[config.mk]
export PLATFORM = sky130hd
export DESIGN_NAME = carrier_burst_gen
export DESIGN_NICKNAME = d
export VERILOG_FILES = /design/src/rtl/cbg_pkg.sv /design/src/rtl/cbg_prescaler.sv /design/src/rtl/cbg_pulse_gate.sv /design/src/rtl/carrier_burst_gen.sv
export SDC_FILE = /design/constraint.sdc
export NUM_CORES = 1
export LEC_CHECK = 0
export ABC_AREA = 1
export BUFFER_PORTS_ARGS = -buffer_cell sky130_fd_sc_hd__buf_2
export CAP_MARGIN = 25
export CORE_MARGIN = 2
export CORE_UTILIZATION = 60
export DETAILED_ROUTE_END_ITERATION = 8
export GPL_TIMING_DRIVEN = 0
export PLACE_DENSITY_LB_ADDON = 0.15
export RECOVER_POWER = 50
export SETUP_SLACK_MARGIN = 0.4
export SLEW_MARGIN = 25
export SYNTH_ARGS = -nofsm -noshare
export SYNTH_HDL_FRONTEND = slang
export SYNTH_HIERARCHICAL = 1
export SYNTH_SLANG_ARGS = --single-unit
[constraint.sdc]
create_clock -name clk -period 3.05 [get_ports clk]
set_input_delay 0.61 -clock clk [delete_from_list [all_inputs] [get_ports clk]]
set_output_delay 0.61 -clock clk [all_outputs]
set_load 0.03 [all_outputs]
[src/rtl/cbg_pkg.sv]
package cbg_pkg;
  localparam int DIV_W  = 4;
  localparam int DUTY_W = 2;
  localparam int CNT_W  = 8;
  localparam int ADDR_W = 2;
  localparam int DATA_W = 8;

  typedef enum logic [ADDR_W-1:0] {
    REG_PHASE_LEN = 2'd0,
    REG_DUTY      = 2'd1,
    REG_BURST     = 2'd2,
    REG_SPARE     = 2'd3
  } cbg_reg_e;
endpackage

[src/rtl/cbg_prescaler.sv]
module cbg_prescaler #(
  parameter int DIV_W = 4,
  parameter int PH_W  = 2
) (
  input  logic             clk,
  input  logic             rst_n,
  input  logic             clear,
  input  logic             adv,
  input  logic [DIV_W-1:0] div_lim,
  output logic [PH_W-1:0]  phase,
  output logic             period_end
);
  localparam logic [PH_W-1:0] LAST_PHASE = {PH_W{1'b1}};

  logic [DIV_W-1:0] div_q;
  logic [PH_W-1:0]  phase_q;
  logic             div_wrap;

  assign div_wrap   = adv && (div_q == div_lim);
  assign period_end = div_wrap && (phase_q == LAST_PHASE);
  assign phase      = phase_q;

  always_ff @(posedge clk or negedge rst_n) begin
    if (!rst_n) begin
      div_q   <= '0;
      phase_q <= '0;
    end else if (clear) begin
      div_q   <= '0;
      phase_q <= '0;
    end else if (adv) begin
      if (div_wrap) begin
        div_q   <= '0;
        phase_q <= phase_q + 1'b1;
      end else begin
        div_q <= div_q + 1'b1;
      end
    end
  end

  AST_DIV_IN_RANGE: assert property (@(posedge clk) disable iff (!rst_n)
    adv |-> (div_q <= div_lim));

  AST_HOLD_WITHOUT_TICK: assert property (@(posedge clk) disable iff (!rst_n)
    (!adv && !clear) |=> ($stable(div_q) && $stable(phase_q)));
endmodule

[src/rtl/cbg_pulse_gate.sv]
module cbg_pulse_gate #(
  parameter int CNT_W = 8
) (
  input  logic             clk,
  input  logic             rst_n,
  input  logic             start,
  input  logic [CNT_W-1:0] cnt_init,
  input  logic             period_end,
  input  logic             ser_data,
  output logic             run,
  output logic             gate,
  output logic             done
);
  logic [CNT_W-1:0] cnt_q;
  logic             run_q;
  logic             gate_q;
  logic             done_q;

  assign run  = run_q;
  assign gate = gate_q;
  assign done = done_q;

  always_ff @(posedge clk or negedge rst_n) begin
    if (!rst_n) begin
      cnt_q  <= '0;
      run_q  <= 1'b0;
      gate_q <= 1'b0;
      done_q <= 1'b0;
    end else begin
      done_q <= 1'b0;
      if (start) begin
        run_q  <= 1'b1;
        cnt_q  <= cnt_init;
        gate_q <= ser_data;
      end else if (run_q && period_end) begin
        if (cnt_q == '0) begin
          run_q  <= 1'b0;
          gate_q <= 1'b0;
          done_q <= 1'b1;
        end else begin
          cnt_q  <= cnt_q - 1'b1;
          gate_q <= ser_data;
        end
      end
    end
  end

  AST_DONE_SINGLE: assert property (@(posedge clk) disable iff (!rst_n)
    done_q |=> !done_q);

  AST_DONE_ENDS_RUN: assert property (@(posedge clk) disable iff (!rst_n)
    done_q |-> (!run_q && $past(run_q)));

  AST_GATE_AT_BOUNDARY: assert property (@(posedge clk) disable iff (!rst_n)
    !$stable(gate_q) |-> $past(start || (run_q && period_end)));

  AST_COUNT_STEP: assert property (@(posedge clk) disable iff (!rst_n)
    (run_q && period_end && !start && cnt_q != '0) |=> (cnt_q == $past(cnt_q) - 1'b1));
endmodule

[src/rtl/carrier_burst_gen.sv]
module carrier_burst_gen
  import cbg_pkg::*;
#(
  parameter int P_DIV_W  = DIV_W,
  parameter int P_DUTY_W = DUTY_W,
  parameter int P_CNT_W  = CNT_W,
  parameter int P_DATA_W = DATA_W
) (
  input  logic                clk,
  input  logic                rst_n,
  input  logic                cfg_we,
  input  logic [ADDR_W-1:0]   cfg_addr,
  input  logic [P_DATA_W-1:0] cfg_wdata,
  input  logic                tick_en,
  input  logic                ser_data,
  output logic                car_out,
  output logic                active,
  output logic                burst_done
);
  logic [P_DIV_W-1:0]  div_lim_q;
  logic [P_DUTY_W-1:0] duty_q;
  logic [P_DUTY_W-1:0] phase;
  logic                period_end;
  logic                run;
  logic                gate;
  logic                start;
  logic                cfg_open;

  assign start    = cfg_we && (cfg_addr == REG_BURST);
  assign cfg_open = cfg_we && !run;

  always_ff @(posedge clk or negedge rst_n) begin
    if (!rst_n) begin
      div_lim_q <= '0;
      duty_q    <= '0;
    end else if (cfg_open) begin
      if (cfg_addr == REG_PHASE_LEN) div_lim_q <= cfg_wdata[P_DIV_W-1:0];
      if (cfg_addr == REG_DUTY)      duty_q    <= cfg_wdata[P_DUTY_W-1:0];
    end
  end

  cbg_prescaler #(
    .DIV_W (P_DIV_W),
    .PH_W  (P_DUTY_W)
  ) u_prescaler (
    .clk        (clk),
    .rst_n      (rst_n),
    .clear      (start),
    .adv        (run && tick_en),
    .div_lim    (div_lim_q),
    .phase      (phase),
    .period_end (period_end)
  );

  cbg_pulse_gate #(
    .CNT_W (P_CNT_W)
  ) u_pulse_gate (
    .clk        (clk),
    .rst_n      (rst_n),
    .start      (start),
    .cnt_init   (cfg_wdata[P_CNT_W-1:0]),
    .period_end (period_end),
    .ser_data   (ser_data),
    .run        (run),
    .gate       (gate),
    .done       (burst_done)
  );

  assign active  = run;
  assign car_out = run && gate && (phase < duty_q);

  AST_QUIET_WHEN_IDLE: assert property (@(posedge clk) disable iff (!rst_n)
    !active |-> !car_out);

  AST_CFG_FROZEN: assert property (@(posedge clk) disable iff (!rst_n)
    active |=> ($stable(div_lim_q) && $stable(duty_q)));

  AST_START_RUNS: assert property (@(posedge clk) disable iff (!rst_n)
    start |=> active);
endmodule

# Yosys cells after proc, flatten, opt, wreduce, memory -nomap -nowiden
# Index checks and enable logic that the tools add are counted.
[word_totals] elab_cells=55 out_inout_bits=3 register_bits=23 inputBits=15
[op_classes] n_eq_ne=5 n_reduce_logical=20 add_sub_neg=3 n_mux=18 n_lt_le_gt_ge=1
[op_table] operator="two-way mux 8 bit" count=3
[op_table] operator="two-way mux 4 bit" count=3
[op_table] operator="AND reduction 2 bit" count=5
[op_table] operator="two-way mux 1 bit" count=9
[op_table] operator="logical AND 1 bit" count=8
[op_table] operator="logical NOT 8 bit" count=1
[op_table] operator="nonzero test 2 bit" count=4
[op_table] operator="subtractor 8 x 1 -> 8 bit (second input constant)" count=1
[op_table] operator="two-way mux 2 bit" count=3
[op_table] operator="adder 4 x 1 -> 4 bit (second input constant)" count=1
[op_table] operator="equality test 2 bit (second input constant)" count=2
[op_table] operator="equality test 4 bit" count=1
[op_table] operator="adder 2 x 1 -> 2 bit (second input constant)" count=1
[op_table] operator="equality test 2 x 1 -> 1 bit (second input constant)" count=1
[op_table] operator="logical NOT 2 bit" count=1
[op_table] operator="less-than comparator 2 bit" count=1
[op_table] operator="!= test 2 bit (second input constant)" count=1
[op_table] operator="logical NOT 1 bit" count=1

# Logic depth before layout (Yosys ltp)
[depth] depth_word=6 mapped_depth=12 mapped_depth_nobuf=12

# By module
# Netlist, hierarchy kept.
[by_module_without_submodules] mod="cbg_pulse_gate" n_inst=1 cells_per_inst=100 area_each_um2=711.9 seq_area_each_um2=275.3
[by_module_without_submodules] mod="cbg_prescaler" n_inst=1 cells_per_inst=66 area_each_um2=431.7 seq_area_each_um2=150.1
[by_module_without_submodules] mod="carrier_burst_gen" n_inst=1 cells_per_inst=43 area_each_um2=321.6 seq_area_each_um2=150.1

# Least setup slack after synthesis
# Ideal clock, no wire load.
[synth_timing] path_type="register -> register" startpoint="register u_pulse_gate.run_q, in the netlist u_pulse_gate/run" endpoint="register u_pulse_gate.cnt_q[1]" required_time_ps=2927 t_arrival_ps=1702 stages_incl_launch_ff=13 path_slack_ps=1225 setup_time_ps=123 synth_period_minus_slack_ps=1825 path_buffers=1 path_cell_list="dfrtp_1 > nand2_1 > inv_1 > nand2_1 > nor2_1 > nand3_2 > nor2_1 > nand2_1 > nand2_1 > nand2_4 > buf_8 > nand2_1 > o21ai_2"
[synth_via] elab_chain_cells=6
[synth_lines] element="start, declared" line="cbg_pulse_gate.sv:15" source="logic run_q;"
[synth_lines] element="start signal, assigned" line="cbg_pulse_gate.sv:26" source="run_q <= 1'b0;"
[synth_lines] element="start signal, assigned" line="cbg_pulse_gate.sv:32" source="run_q <= 1'b1;"
[synth_lines] element="start signal, assigned" line="cbg_pulse_gate.sv:37" source="run_q <= 1'b0;"
[synth_lines] element="logical AND 1 bit" line="carrier_burst_gen.sv:49" source=".adv (run && tick_en),"
[synth_lines] element="logical AND 1 bit" line="cbg_prescaler.sv:19" source="assign div_wrap = adv && (div_q == div_lim);"
[synth_lines] element="logical AND 1 bit" line="cbg_prescaler.sv:20" source="assign period_end = div_wrap && (phase_q == LAST_PHASE);"
[synth_lines] element="named net period_end" line="carrier_burst_gen.sv:23" source="logic period_end;"
[synth_lines] element="logical AND 1 bit" line="cbg_pulse_gate.sv:35" source="end else if (run_q && period_end) begin"
[synth_lines] element="nonzero test 2 bit (no line)"
[synth_lines] element="AND reduction 2 bit (no line)"
[synth_lines] element="end signal, assigned" line="cbg_pulse_gate.sv:33" source="cnt_q <= cnt_init;"
[synth_lines] element="end signal, assigned" line="cbg_pulse_gate.sv:41" source="cnt_q <= cnt_q - 1'b1;"
[synth_lines] element="end, declared" line="cbg_pulse_gate.sv:14" source="logic [CNT_W-1:0] cnt_q;"
# The timed path passes the listed nets, and every way through them passes these cells.
# A chain may end at the register's enable or synchronous reset.

# Worst setup path in the final report
[layout_timing] startpoint="register u_prescaler.phase_q[1], in the netlist u_prescaler/phase[1]" endpoint="output port car_out"
[layout_via] elab_chain_cells=2
[layout_lines] element="start, declared" line="cbg_prescaler.sv:16" source="logic [PH_W-1:0] phase_q;"
[layout_lines] element="start signal, assigned" line="cbg_prescaler.sv:33" source="phase_q <= phase_q + 1'b1;"
[layout_lines] element="less-than comparator 2 bit" line="carrier_burst_gen.sv:70" source="assign car_out = run && gate && (phase < duty_q);"
[layout_lines] element="logical AND 1 bit" line="carrier_burst_gen.sv:70"
[layout_lines] element="end, declared" line="carrier_burst_gen.sv:16" source="output logic car_out,"
# No other way between the ends.

==> impl_metrics.csv <==
group,metric,value,unit
power_and_ir_drop,peakVddDrop,0.000554,V
die,initial_core_util,65.0,%
worst_setup_path,crit_fanout,3,
final_layout,fillCellCount,198,
clock_tree,cts_buffer_depth,2,
final_layout,diodes,0,
die,rows,17,
final_layout,regArea,576,sq um
synth,yosysSeqAreaShare,39.3,%
synth,yosys_warnings,6,
sta,tns,0,ns
global_route,grt_pass1_wl,5350,microns
final_layout,nNetsFinal,250,
clock_tree,cts_tree,"built",
routing,first_pass_iters,5,
clock_tree,post_cts_buffers,0,
power_and_ir_drop,power.share.clock,11.6,%
global_route,grt_pass1_vias,1343,
sta,worstMarginPinSlew,1.25,ns
sta,finalCriticalPeriod,1.99,ns
clock_tree,cts_root_buf,"clkbuf_4",
sta,timing.final.crit_share,65.1,%
die,die_h,53.4,microns
placed_design,io_buffers,17,
power_and_ir_drop,p_seq_share,41.7,%
die,pin_count,18,
placed_design,dp_hpwl,2340,microns
die,fp.dieW,53.4,microns
global_route,gr-total-overflow,0,
clock_tree,hold_buffers,0,
clock_tree,cts.reportedPaths.clkPinSlew,0.12,ns
sta,rsz0062_at_grt,"no",
synth,synth.distinct_cells,25,
placed_design,globalplace.congestion,0.875,
synth,synthFlopType,"dfrtp_1",
sta,finalMaxSlewViolations,0,
clock_tree,worstSkewPairLatency,0.31,ns
final_layout,area_growth,9.48,%
die,core,2250,sq um
power_and_ir_drop,p_per_area,778,nW/um^2
power_and_ir_drop,switching_share,45.4,%
power_and_ir_drop,finalPower,1250,uW
power_and_ir_drop,p_sw,566,uW
worst_setup_path,end_kind,"output pin",
sta,setup_viol,0,
final_layout,post-route-util,71.1,%
worst_setup_path,cp-start-kind,"flop",
sta,relSlewSlack,16.5,%
sta,fmax,503,MHz
global_route,grt_max_degree,24,
synth,synth_top_cell_area_share,39.3,%
clock_tree,numClockSinks,23,
synth,synthCells,209,
synth,synthTopCellsByCount,"nand2_1, inv_1, dfrtp_1",
clock_tree,htree_levels,1,
sta,hold_violations,0,
die,fp.dieArea,2850,sq um
sta,skew,0.0128,ns
synth,mappedNetlistArea,1470,sq um
worst_setup_path,worstSetupPathType,"flop to output pin",
power_and_ir_drop,leakage,0.000907,uW
routing,vias_per_cell,5.32,
synth,ys_async_sr_fraction,100,%
power_and_ir_drop,p_int,682,uW
min_path,hold_class,"flop to flop",
flow_run,cap_violations,0,
synth,yosysMostFrequentCell,"nand2_1",
routing,routed_wl,3070,microns
synth,synthesis.nets,228,
synth,postSynthAreaPerCell,7.01,sq um
global_route,antenna_found_initial,0,
synth,synth_edf_count,0,
routing,drt_iter0_markers,56,
routing,detail_route.wl_per_cell,11.9,microns
clock_tree,ctsResizeCount,0,
synth,yosys_register_bits,23,
worst_setup_path,cp_data_arrival_time,1.38,ns
synth,synth_area_leaders,"dfrtp_1, nand2_1, inv_1",
power_and_ir_drop,combinationalPowerShare,46.7,%
routing,routed-via-count,1373,
final_layout,drive_gt1_share,17.0,%
worst_setup_path,worstPathRequired,2.44,ns
routing,route.detailed.drc,0,
global_route,grt.total_usage,25.9,%
final_layout,multi_input_area,732,sq um
outcome,status,"finished clean",
synth,yosysTopAreaCell,"dfrtp_1",
clock_tree,numCtsBuffers,3,
routing,antenna_left,0,
[flip-flops by register name (all words and copies together) (netlist names)]
signal / flops
div_lim_q: 4
duty_q: 2
u_prescaler/div_q: 4
u_prescaler/phase: 2
u_pulse_gate/cnt_q: 8
u_pulse_gate/done: 1
u_pulse_gate/gate: 1
u_pulse_gate/run: 1
[power groups by stage]
stage                     registers (uW)  logic (uW)  clock network, uW
final                                520         583                145
after CTS                            519         581                149
after global placement               519         543                  0
after detailed placement             524         579                  0
after floorplan                      496         466                  0
after global routing                 536         682                163
[cell families after synthesis]
logic type | Yosys count | share of synthesized area [%]
compound gates | 13 | 5.47
mux | 1 | 0.683
fa+ha+maj | 4 | 3.42
flops | 23 | 39.3
buf+inv | 34 | 10.2
simple gates | 131 | 39.1
xor+xnor | 3 | 1.79
[worst max-delay path: stages, from the launching register on]
cell,delay (ns)
dfrtp_1,0.43
ha_1,0.28
o21ai_1,0.07
nand2_1,0.06
inv_1,0.04
buf_2,0.18
[final timing paths]
path	startpoint	endpoint	cells after the start	slack (ns)
hold reg to reg	duty_q[0]	duty_q[0]	2	0.50
setup reg to reg	u_pulse_gate/run	u_pulse_gate/cnt_q[1]	12	1.18
max in group asynchronous	rst_n	u_pulse_gate/cnt_q[4]	1	1.78
setup / recovery	u_prescaler/phase[1]	car_out	5	1.06
min in group asynchronous	rst_n	u_prescaler/div_q[2]	1	0.52
hold / removal	duty_q[0]	duty_q[0]	2	0.50
[cell usage in the layout (no fill, tap or decap)]
cell / instances
clkbuf_1: 1
inv_1: 29
o21ai_1: 1
dfrtp_1: 23
mux2i_1: 1
nand3_1: 20
nand4_1: 3
nand2_1: 73
o21ai_0: 5
buf_2: 17
inv_2: 2
clkbuf_8: 1
o22ai_1: 1
a21oi_1: 2
nand2_4: 1
nand3_2: 2
clkbuf_4: 3
nand2_2: 4
o211ai_1: 1
nor2_1: 23
nor2_2: 4
o21ai_2: 3
ha_1: 4
buf_8: 1
xor2_1: 3
nor3_1: 1
clkinv_2: 1
[area by class of cell]
type / instances / area share, %
inverter: 31 / 7.25
tap: 28 / 2.18
timing repair buffer: 17 / 5.23
clock buffer: 3 / 1.40
buffer: 3 / 2.11
sequential: 23 / 35.9
clock inverter: 1 / 0.312
multi-input combinational: 152 / 45.6
[per-stage QoR]
stage / hold WS [ns] / instances / area, sq um / worst slack (ns)
4_1_cts: 0.258 / 258 / 1610 / 1.05
3_3_place_gp: 0.469 / 254 / 1590 / 1.05
6_report: 0.498 / 258 / 1600 / 1.06
3_5_place_dp: 0.471 / 254 / 1590 / 0.999
5_1_grt: 0.494 / 258 / 1600 / 0.970
2_1_floorplan: 0.314 / 209 / 1470 / 1.22
[per-layer routing]
| metal | GRT usage (%) | wire length, microns | vias to the layer above |
|---|---|---|---|
| li1 | - | - | 687 |
| met1 | 31.3 | 1350 | 641 |
| met2 | 44.2 | 1550 | 41 |
| met3 | 5.37 | 145 | 4 |
| met4 | 10.3 | 31 | 0 |
| met5 | 0 | 0 | - |
No activity file was read; power rests on OpenSTA's default activity.
